$ cat src/rtl/scl_gen_pkg.sv
package scl_gen_pkg;
  localparam int NMODE      = 3;
  localparam int MIN_CNT    = 6;
  localparam int LOW_EXTRA  = 1;
  localparam int HIGH_EXTRA = 8;

  typedef enum logic [1:0] {
    PH_IDLE = 2'd0,
    PH_LOW  = 2'd1,
    PH_WAIT = 2'd2,
    PH_HIGH = 2'd3
  } phase_t;

  // pair index: 0 standard, 1 fast, 2 high speed
  function automatic logic [1:0] pick_pair(input logic [1:0] req, input bit hs_ok);
    case (req)
      2'd2:    pick_pair = 2'd1;
      2'd3:    pick_pair = hs_ok ? 2'd2 : 2'd1;
      default: pick_pair = 2'd0;
    endcase
  endfunction
endpackage

$ cat src/rtl/scl_cfg_latch.sv
module scl_cfg_latch
  import scl_gen_pkg::*;
#(
  parameter int CNT_W = 16,
  parameter bit HS_OK = 1'b1
) (
  input  logic                   clk,
  input  logic                   rst_n,
  input  logic                   en,
  input  logic [1:0]             speed_req,
  input  logic [NMODE*CNT_W-1:0] hi_all,
  input  logic [NMODE*CNT_W-1:0] lo_all,
  output logic [CNT_W-1:0]       hi_q,
  output logic [CNT_W-1:0]       lo_q
);
  localparam logic [CNT_W-1:0] FLOOR = CNT_W'(MIN_CNT);

  logic [CNT_W-1:0] hi_cl [NMODE];
  logic [CNT_W-1:0] lo_cl [NMODE];
  logic [1:0]       pair;
  logic [CNT_W-1:0] hi_d, lo_d;
  logic             ld;

  for (genvar m = 0; m < NMODE; m++) begin : g_clamp
    always_comb begin
      hi_cl[m] = hi_all[m*CNT_W +: CNT_W];
      lo_cl[m] = lo_all[m*CNT_W +: CNT_W];
      if (hi_cl[m] < FLOOR) hi_cl[m] = FLOOR;
      if (lo_cl[m] < FLOOR) lo_cl[m] = FLOOR;
    end
  end

  always_comb begin
    pair = pick_pair(speed_req, HS_OK);
    ld   = ~en;
    hi_d = hi_cl[0];
    lo_d = lo_cl[0];
    for (int m = 1; m < NMODE; m++) begin
      if (pair == 2'(m)) begin
        hi_d = hi_cl[m];
        lo_d = lo_cl[m];
      end
    end
  end

  always_ff @(posedge clk or negedge rst_n) begin
    if (!rst_n) begin
      hi_q <= FLOOR;
      lo_q <= FLOOR;
    end else if (ld) begin
      hi_q <= hi_d;
      lo_q <= lo_d;
    end
  end

  // the timer never sees a count under the floor
  p_floor_r6: assert property (@(posedge clk) disable iff (!rst_n)
    (hi_q >= FLOOR) && (lo_q >= FLOOR));

  // captured counts stay put while enabled
  p_hold_cfg_r7: assert property (@(posedge clk) disable iff (!rst_n)
    (en && $past(en)) |-> ($stable(hi_q) && $stable(lo_q)));

  if (!HS_OK) begin : g_no_hs
    // the high-speed pair is never chosen on this build
    p_no_hs_r5: assert property (@(posedge clk) disable iff (!rst_n)
      pair != 2'd2);
  end
endmodule

$ cat src/rtl/scl_phase_timer.sv
module scl_phase_timer
  import scl_gen_pkg::*;
#(
  parameter int CNT_W = 16
) (
  input  logic             clk,
  input  logic             rst_n,
  input  logic             en,
  input  logic             run,
  input  logic             scl_in,
  input  logic [CNT_W-1:0] hi_cnt,
  input  logic [CNT_W-1:0] lo_cnt,
  output logic             pull
);
  localparam int PH_W = CNT_W + 1;
  // low phase: LOW_EXTRA + lo cycles, counter loaded with length-1
  localparam logic [PH_W-1:0] LO_ADD = PH_W'(LOW_EXTRA - 1);
  // high phase: first seen-high cycle is spent in PH_WAIT
  localparam logic [PH_W-1:0] HI_ADD = PH_W'(HIGH_EXTRA - 2);

  phase_t          st_q, st_n;
  logic [PH_W-1:0] cnt_q, cnt_n;
  logic [PH_W-1:0] lo_load, hi_load;
  logic            cnt_zero;

  assign lo_load  = PH_W'(lo_cnt) + LO_ADD;
  assign hi_load  = PH_W'(hi_cnt) + HI_ADD;
  assign cnt_zero = (cnt_q == '0);

  always_comb begin
    st_n  = st_q;
    cnt_n = cnt_q;
    unique case (st_q)
      PH_IDLE: if (run) begin
        st_n  = PH_LOW;
        cnt_n = lo_load;
      end
      PH_LOW: begin
        if (cnt_zero) st_n = PH_WAIT;
        else          cnt_n = cnt_q - 1'b1;
      end
      PH_WAIT: if (scl_in) begin
        st_n  = PH_HIGH;
        cnt_n = hi_load;
      end
      PH_HIGH: begin
        if (!cnt_zero) begin
          cnt_n = cnt_q - 1'b1;
        end else if (run) begin
          st_n  = PH_LOW;
          cnt_n = lo_load;
        end else begin
          st_n = PH_IDLE;
        end
      end
      default: st_n = PH_IDLE;
    endcase
    if (!en) begin
      st_n  = PH_IDLE;
      cnt_n = '0;
    end
  end

  always_ff @(posedge clk or negedge rst_n) begin
    if (!rst_n) begin
      st_q  <= PH_IDLE;
      cnt_q <= '0;
    end else begin
      st_q  <= st_n;
      cnt_q <= cnt_n;
    end
  end

  assign pull = (st_q == PH_LOW);

  // disable releases the line at the next edge
  p_release_off_r8: assert property (@(posedge clk) disable iff (!rst_n)
    !en |=> !pull);

  // an idle, enabled block asked to run pulls at the next edge
  p_start_r9: assert property (@(posedge clk) disable iff (!rst_n)
    (st_q == PH_IDLE && en && run) |=> pull);

  // a line held low keeps the block from timing the high phase
  p_wait_high_r3: assert property (@(posedge clk) disable iff (!rst_n)
    (st_q == PH_WAIT && !scl_in && en) |=> (st_q == PH_WAIT && !pull));

  // the low phase never ends with a non-zero count
  p_low_full_r2: assert property (@(posedge clk) disable iff (!rst_n)
    (st_q == PH_LOW && !cnt_zero && en) |=> pull);
endmodule

$ cat src/rtl/scl_period_gen.sv
module scl_period_gen
  import scl_gen_pkg::*;
#(
  parameter int CNT_W = 16,
  parameter bit HS_OK = 1'b1
) (
  input  logic             clk,
  input  logic             rst_n,
  input  logic             gen_en,
  input  logic             clk_run,
  input  logic [1:0]       speed_req,
  input  logic [CNT_W-1:0] std_hi,
  input  logic [CNT_W-1:0] std_lo,
  input  logic [CNT_W-1:0] fast_hi,
  input  logic [CNT_W-1:0] fast_lo,
  input  logic [CNT_W-1:0] hs_hi,
  input  logic [CNT_W-1:0] hs_lo,
  input  logic             scl_in,
  output logic             scl_pull
);
  logic [1:0]       rst_sync;
  logic             rst_int_n;
  logic [CNT_W-1:0] hi_sel, lo_sel;

  // asynchronous assertion, synchronous release
  always_ff @(posedge clk or negedge rst_n) begin
    if (!rst_n) rst_sync <= 2'b00;
    else        rst_sync <= {rst_sync[0], 1'b1};
  end
  assign rst_int_n = rst_sync[1];

  scl_cfg_latch #(.CNT_W(CNT_W), .HS_OK(HS_OK)) u_cfg (
    .clk       (clk),
    .rst_n     (rst_int_n),
    .en        (gen_en),
    .speed_req (speed_req),
    .hi_all    ({hs_hi, fast_hi, std_hi}),
    .lo_all    ({hs_lo, fast_lo, std_lo}),
    .hi_q      (hi_sel),
    .lo_q      (lo_sel)
  );

  scl_phase_timer #(.CNT_W(CNT_W)) u_timer (
    .clk    (clk),
    .rst_n  (rst_int_n),
    .en     (gen_en),
    .run    (clk_run),
    .scl_in (scl_in),
    .hi_cnt (hi_sel),
    .lo_cnt (lo_sel),
    .pull   (scl_pull)
  );

  // no pull while reset is applied
  always_comb begin
    if (!rst_n) p_reset_idle_r1: assert (!scl_pull);
  end
endmodule

$ cat config.mk
export PLATFORM = sky130hd
export DESIGN_NAME = scl_period_gen
export DESIGN_NICKNAME = d
export VERILOG_FILES = /design/src/rtl/scl_gen_pkg.sv /design/src/rtl/scl_cfg_latch.sv /design/src/rtl/scl_phase_timer.sv /design/src/rtl/scl_period_gen.sv
export SDC_FILE = /design/constraint.sdc
export NUM_CORES = 1
export LEC_CHECK = 0
export CORE_AREA = 2 2 90 92
export CTS_BUF_LIST = sky130_fd_sc_hd__clkbuf_4 sky130_fd_sc_hd__clkbuf_8
export DETAILED_ROUTE_END_ITERATION = 8
export DIE_AREA = 0 0 92 94
export PLACE_DENSITY_LB_ADDON = 0.12
export SLEW_MARGIN = 30
export SYNTH_ARGS = -nofsm -noshare
export SYNTH_HDL_FRONTEND = slang
export SYNTH_SLANG_ARGS = --single-unit
$ cat constraint.sdc
create_clock -name clk -period 2.1 [get_ports clk]
set_input_delay 0.42 -clock clk [delete_from_list [all_inputs] [get_ports clk]]
set_output_delay 0.42 -clock clk [all_outputs]
set_load 0.01 [all_outputs]
==> metrics.cfg, run 1 <==
[sta]
drv_slew = 0
clock_skew_ns = 0.01050
finalHoldViolCount = 0
fmax_mhz = 483.5
rsz0062_at_grt = yes
setup_viol = 0
worst_slew_pin_slew_ns = 0.6382
finalWorstSetupSlack_ns = 0.03189
max_slew_margin_pct = 57.46
fin_crit_sh_pct = 98.48
final.setup.tns_ns = 0
period_needed_ns = 2.068

[final_layout]
design_area_um2 = 5744
drive_gt1_share_pct = 22.09
antennaDiodeCount = 0
nets = 712
syn_to_final_growth_pct = 52.47
final_cell_mix = clkdlybuf4s50_1, buf_4, dfrtp_1
layout_commonest_cell = clkdlybuf4s50_1
fin_cells = 704

[min_path]
min_path_type = input port to async pin

[clock_tree]
clock_path_buffers = 2
cts-root-buf = clkbuf_8
tritoncts = yes
clkLatencyLatePin_ns = 0.32
cts_made_buffers = 5
clk_pin_slew_ns = 0.10
cts.sinks = 53
cts_max_level = 2
cts_hold_repair.buffers = 0

[worst_setup_path]
crit_top_cell = buf_4
cpMaxStageDelayCell = or4_1
criticalPathCategory = flip-flop to flip-flop
crit_required_ns = 2.30
critical_path.top_delay_family = simple AND/OR/NAND/NOR gates
start_kind = flip-flop
cp-end-kind = flip-flop
crit_chain = buf_4, buf_4, or4_1, nor4_2, xor2_1, a22oi_1, nor2_1, a221o_1
r2r_setup_slack_ns = 0.03
arrival_ns = 2.27
path_buf_inv = 2
r2r-start = u_timer.cnt_q[0]$_DFFE_PN0P_
r2r-end = u_timer.cnt_q[7]$_DFFE_PN0P_
cp_max_fo = 4
slowest_delay_ns = 0.47
r2r_cells = 8

[place]
post-place-cells = 689
place_area_um2 = 5426
portBuffers = 103
gp_congestion = 0.9648
dp_worst_setup_slack_ns = -0.4960
hpwl_um = 9720

[die]
die_w_um = 92
initial_core_util_pct = 49.52
ioPinCount = 104
coreArea_um2 = 7607
fp.dieH_um = 94
rows = 32
die-area_um2 = 8648

[synthesis]
synth_cells = 431
synth.yosys.warnings = 0
syn_avg_cell_area_um2 = 8.741
ys.flop_type = dfrtp_1
synth_area_leaders = dfrtp_1, mux2i_1, xnor2_1, nor2_1, a21oi_1
synth_top_area_share_pct = 32.55
synth_seq_cells = 53
syn_nets = 542
synth_seq_area_share_pct = 35.34
syn_area_um2 = 3767
ys_types = 55
synth_edf_count = 0
synth_area_leader_cell = dfrtp_1
synth-async-reset-ratio_pct = 100.0

[grt]
grt_max_degree = 52
track_usage_pct = 29.16
antenna_found_initial = 0
grt_pass1_vias = 4191
grt_first_pass_wirelength_um = 20010
overflow = 0

[routing]
drc = 0
drt-initial-drc-count = 251
via_count = 4213
wl_per_cell_um = 17.99
vias_per_cell = 5.984
dr.pass1.iters = 6
drtAntennaViolNets = 0
drt-total-wl_um = 12660

[power]
total_power_mw = 6.458
power.density_nw_per_um2 = 1124
power_leakage_nw = 2.399
ir_drop_uv = 608.3

[status]
outcome = finished clean

[job]
cap_violations = 0

-- area by class of cell --
class	instances	area (um^2)
Clock buffer	5	68.82
Multi-Input combinational cell	332	2399
Tap cell	102	127.6
Fill cell	572	1863
Sequential cell	53	1333
Clock inverter	3	50.05
Timing Repair Buffer	185	1677
Inverter	24	90.09
-- layer usage --
layer / vias to the layer above / part of all wire, % / track usage, %
met1: 1978 / 42 / 37.84
li1: 1979 / - / -
met5: - / 0 / 0
met2: 216 / 47 / 49.51
met4: 0 / 3.7 / 10.57
met3: 40 / 7.4 / 4.494
-- worst register-to-register path: stages, from the launching register on --
cell and delay [ns]:
dfrtp_1 0.41, buf_4 0.13, buf_4 0.14, or4_1 0.47, nor4_2 0.23, xor2_1 0.11
a22oi_1 0.15, nor2_1 0.06, a221o_1 0.26
-- Yosys cell counts, drive strengths merged, types with 4 or more instances --
| library cell | number |
|---|---|
| nor4 | 19 |
| nor2 | 49 |
| ha | 8 |
| a221o | 15 |
| clkbuf | 12 |
| nor3 | 12 |
| o22ai | 4 |
| nand3 | 5 |
| nand4 | 7 |
| a21oi | 33 |
| a222oi | 13 |
| a211oi | 9 |
| nand2 | 34 |
| xnor2 | 23 |
| xor2 | 4 |
| dfrtp | 49 |
| mux2i | 21 |
| o21ai | 24 |
| dfstp | 4 |
| nand3b | 4 |
| inv | 24 |
| buf | 12 |
| a22oi | 8 |
-- state kept, by name, indices dropped and copies added, names as in the netlist --
name           count
u_cfg.lo_q        16
rst_sync           2
u_timer.st_q       2
u_cfg.hi_q        16
u_timer.cnt_q     17
-- what timing repair did --
| item | CTS | global route |
|---|---|---|
| buffers inserted | 0 | 5 |
| resized for setup | 13 | 24 |
| cloned | 0 | 2 |
| setup endpoints to repair | 25 | 23 |
| pin swaps | 6 | 11 |
-- how the worst max path moves through the flow --
| stage | start | endpoint | slack [ns] | cells past startpoint |
|---|---|---|---|---|
| 2_1_floorplan | u_timer.cnt_q[0]$_DFFE_PN0P_ | u_timer.cnt_q[3]$_DFFE_PN0P_ | 0.01 | 10 |
| 3_3_place_gp | hs_hi[12] | u_cfg.hi_q[13]$_DFFE_PN0N_ | -0.43 | 6 |
| 3_5_place_dp | hs_hi[12] | u_cfg.hi_q[12]$_DFFE_PN0N_ | -0.50 | 6 |
| 4_1_cts | hs_hi[10] | u_cfg.hi_q[12]$_DFFE_PN0N_ | 0.005 | 6 |
| 5_1_grt | u_timer.st_q[0]$_DFFE_PN0P_ | u_timer.cnt_q[5]$_DFFE_PN0P_ | -0.04 | 9 |
| 6_report | u_timer.cnt_q[0]$_DFFE_PN0P_ | u_timer.cnt_q[7]$_DFFE_PN0P_ | 0.03 | 8 |
-- kinds of logic (layout without fill, tap and decap cells) --
group	after synthesis	in the layout	share of synthesized area, %
AOI/OAI and AO/OA	128	129	24.74
DFF	53	53	35.34
buffers and inverters	48	217	5.413
other	1	1	0.09954
adders and majority gates	8	8	2.657
and+or+nand+nor	144	145	19.60
xor gates and xnor gates	27	27	6.277
muxes	22	22	5.878
-- per-stage QoR --
| step | hold WS [ns] | utilization, % |
|---|---|---|
| floorplan | 0.1244 | - |
| global placement | 0.3363 | 71.33 |
| detailed placement | 0.3504 | 71.33 |
| CTS | 0.2555 | 73.36 |
| global route | 0.2501 | 75.51 |
| finish | 0.2494 | 75.51 |
-- report_power, final --
group          switching [mW]  internal [mW]
Sequential              0.247           1.26
Combinational            2.10           2.12
Clock                   0.369          0.366
Total                    2.71           3.75
No activity file was read; power rests on OpenSTA's default activity.
==> run 2: changes to the inputs <==
Settings changed: CTS_CLUSTER_SIZE set to 30.
==> results of run 2 <==
No change in the layout: final DEF, timing and power equal those of run 1.
==> run 3: changes to the inputs <==
Settings changed: PLACE_DENSITY set to 0.82, PLACE_DENSITY_LB_ADDON 0.12 to not set.
==> run 3 against run 2 <==
  * The flow now finishes with violations (setup timing)
  * Wire length is 4.0% higher
  * Total power is 2.3% higher
  * Core utilization is 0.066 points lower
  * Critical path type unchanged
  * Largest power group unchanged
==> metrics.cfg, run 3 (same netlist as run 1, synthesis figures left out) <==
[status]
outcome = finished with violations
violations = setup timing

[worst_setup_path]
crit_chain = nor4_4, and4_4, a21oi_4, nand2_1, nor3_1, buf_4, a221o_1
cp_max_fo = 12  ; +8
criticalPathCategory = flip-flop to flip-flop
slowest_delay_ns = 0.45  ; -0.02 ns
cpMaxStageDelayCell = dfrtp_1
r2r_setup_slack_ns = -0.02  ; -0.05 ns
r2r_cells = 7  ; -1
arrival_ns = 2.31  ; +0.04 ns
r2r-start = u_timer.cnt_q[9]$_DFFE_PN0P_
start_kind = flip-flop
critical_path.top_delay_family = simple AND/OR/NAND/NOR gates
cp-end-kind = flip-flop
r2r-end = u_timer.cnt_q[10]$_DFFE_PN0P_
crit_required_ns = 2.29  ; about the same
path_buf_inv = 1  ; -1

[clock_tree]
cts.sinks = 53  ; unchanged
tritoncts = yes
cts_made_buffers = 5  ; unchanged
cts_hold_repair.buffers = 0  ; unchanged
clk_pin_slew_ns = 0.10  ; about the same
cts-root-buf = clkbuf_8
cts_max_level = 2  ; unchanged
clkLatencyLatePin_ns = 0.32  ; about the same
clock_path_buffers = 2  ; unchanged

[final_layout]
drive_gt1_share_pct = 21.75  ; -0.34 points
largest_reg_flops = 17  ; unchanged
fin_util_pct = 75.44  ; about the same
antennaDiodeCount = 0  ; unchanged
fin_cells = 695  ; -1.3%
syn_to_final_growth_pct = 52.34  ; about the same
nets = 703  ; -1.3%
regMostFlops = u_timer.cnt_q
reg.largest.list = u_timer.cnt_q (17), u_cfg.hi_q (16), u_cfg.lo_q (16)
nFillCells = 537  ; -6.1%
design_area_um2 = 5739  ; about the same
final_cell_mix = clkdlybuf4s50_1, buf_4, nor2_1, dfrtp_1, nand2_1
layout_commonest_cell = clkdlybuf4s50_1

[die]
die-area_um2 = 8648  ; unchanged
ioPinCount = 104  ; unchanged
fp.dieH_um = 94  ; unchanged
rows = 32  ; unchanged
coreArea_um2 = 7607  ; unchanged
die_w_um = 92  ; unchanged
initial_core_util_pct = 49.52  ; unchanged

[place]
portBuffers = 103  ; unchanged
place_area_um2 = 5369  ; -1.1%
post-place-cells = 678  ; -1.6%
hpwl_um = 10090  ; +3.8%
dp_worst_setup_slack_ns = -0.5063  ; -0.01036 ns
gp_congestion = 0.9779  ; +1.4%

[power]
clkPwrFrac_pct = 12.7  ; +1.3 points
seq_power_share_pct = 23.2  ; about the same
internal_power_mw = 3.867  ; +3.2%
power_leakage_nw = 2.376  ; -0.93%
p_sw_share_pct = 41.48  ; -0.51 points
combPwrFrac_pct = 64.2  ; -1.1 points
ir_drop_uv = 521.2  ; -14%
p_sw_mw = 2.741  ; +1.1%
power.density_nw_per_um2 = 1151  ; +2.4%

[sta]
drv_slew = 0  ; unchanged
finalHoldViolCount = 0  ; unchanged
setup_viol = 5  ; +5
max_slew_margin_pct = 57.14  ; -0.32 points
rsz0062_at_grt = yes
fmax_mhz = 471.5  ; -2.5%
finalWorstSetupSlack_ns = -0.02106  ; -0.05295 ns
clock_skew_ns = 0.01022  ; -0.0002838 ns
period_needed_ns = 2.121  ; +0.05295 ns
fin_crit_sh_pct = 101.0  ; +2.5 points
worst_slew_pin_slew_ns = 0.6429  ; +0.004757 ns

[routing]
dr.pass1.iters = 8  ; +2
wl_per_cell_um = 18.94  ; +5.3%
drt-total-wl_um = 13170  ; +4.0%
vias_per_cell = 6.024  ; +0.67%
drc = 0  ; unchanged
drt-initial-drc-count = 354  ; +41%
drtAntennaViolNets = 0  ; unchanged
via_count = 4187  ; -0.62%

[min_path]
min_path_type = input port to async pin

[grt]
antenna_found_initial = 0  ; unchanged
grt_first_pass_wirelength_um = 20410  ; +2.0%
track_usage_pct = 30.15  ; +0.99 points
grt_max_degree = 52  ; unchanged
overflow = 0  ; unchanged
grt_pass1_vias = 4198  ; +0.17%

[job]
cap_violations = 0  ; unchanged

-- run 3: cell count changes in the layout (fill, tap and decap cells not counted), sizes merged --
| cell | delta |
|---|---|
| a21o | -1 |
| clkinv | -1 |
| buf | -8 |
| clkdlybuf4s15 | -1 |
| clkbuf | +1 |
| bufinv | +1 |
-- run 3: power groups by stage --
stage          Combinational [mW]  Sequential, mW  Clock, mW
6_report                     4.24            1.53      0.837
5_1_grt                      4.57            1.56      0.868
4_1_cts                      3.72            1.49      0.836
3_5_place_dp                 3.60            1.50          0
3_3_place_gp                 3.54            1.49          0
2_1_floorplan                2.23            1.51          0
-- run 3: cell type report --
class	count	area, um^2	share of cell area (%)
multi-input cells	331	2421	42.18
repair buffers	177	1629	28.38
flip-flops and latches	53	1334	23.24
well taps	102	127.6	2.224
inverters	24	90.09	1.570
clock buffers	5	68.82	1.199
clock inverters	3	68.82	1.199
-- run 3: what timing repair did --
action,CTS,global route
resized for setup,12,29
gates cloned,0,1
pin swaps,5,15
setup buffers,1,7
setup endpoints to repair,24,23
-- run 3: worst max path at each step --
stage | startpoint | end | slack (ns) | depth (start not counted)
CTS | u_timer.st_q[1]$_DFFE_PN0P_ | scl_pull | -0.002 | 3
global route | u_timer.cnt_q[9]$_DFFE_PN0P_ | u_timer.cnt_q[16]$_DFFE_PN0P_ | -0.08 | 7
detailed placement | hs_hi[12] | u_cfg.hi_q[13]$_DFFE_PN0N_ | -0.51 | 6
floorplan | u_timer.cnt_q[0]$_DFFE_PN0P_ | u_timer.cnt_q[3]$_DFFE_PN0P_ | 0.01 | 10
finish | u_timer.cnt_q[9]$_DFFE_PN0P_ | u_timer.cnt_q[10]$_DFFE_PN0P_ | -0.02 | 7
global placement | hs_hi[12] | u_cfg.hi_q[0]$_DFFE_PN0N_ | -0.42 | 6
-- run 3: routing by layer --
layer | global-route usage (%) | part of all wire [%] | vias to the layer above | routed length [um]
li1 | - | - | 1961 | -
met1 | 38.05 | 41 | 1943 | 5422
met2 | 51.29 | 46 | 242 | 6039
met3 | 4.815 | 8.9 | 41 | 1171
met4 | 13.06 | 4.0 | 0 | 532
met5 | 0 | 0 | - | 0
-- run 3: per-stage QoR --
step | hold slack (ns) | power (mW) | TNS, ns
CTS | 0.2604 | 6.047 | -0.001814
global placement | 0.3387 | 5.025 | -5.231
global route | 0.2575 | 6.998 | -0.7141
finish | 0.2628 | 6.609 | -0.04035
floorplan | 0.1244 | 3.731 | 0
detailed placement | 0.3502 | 5.103 | -6.242
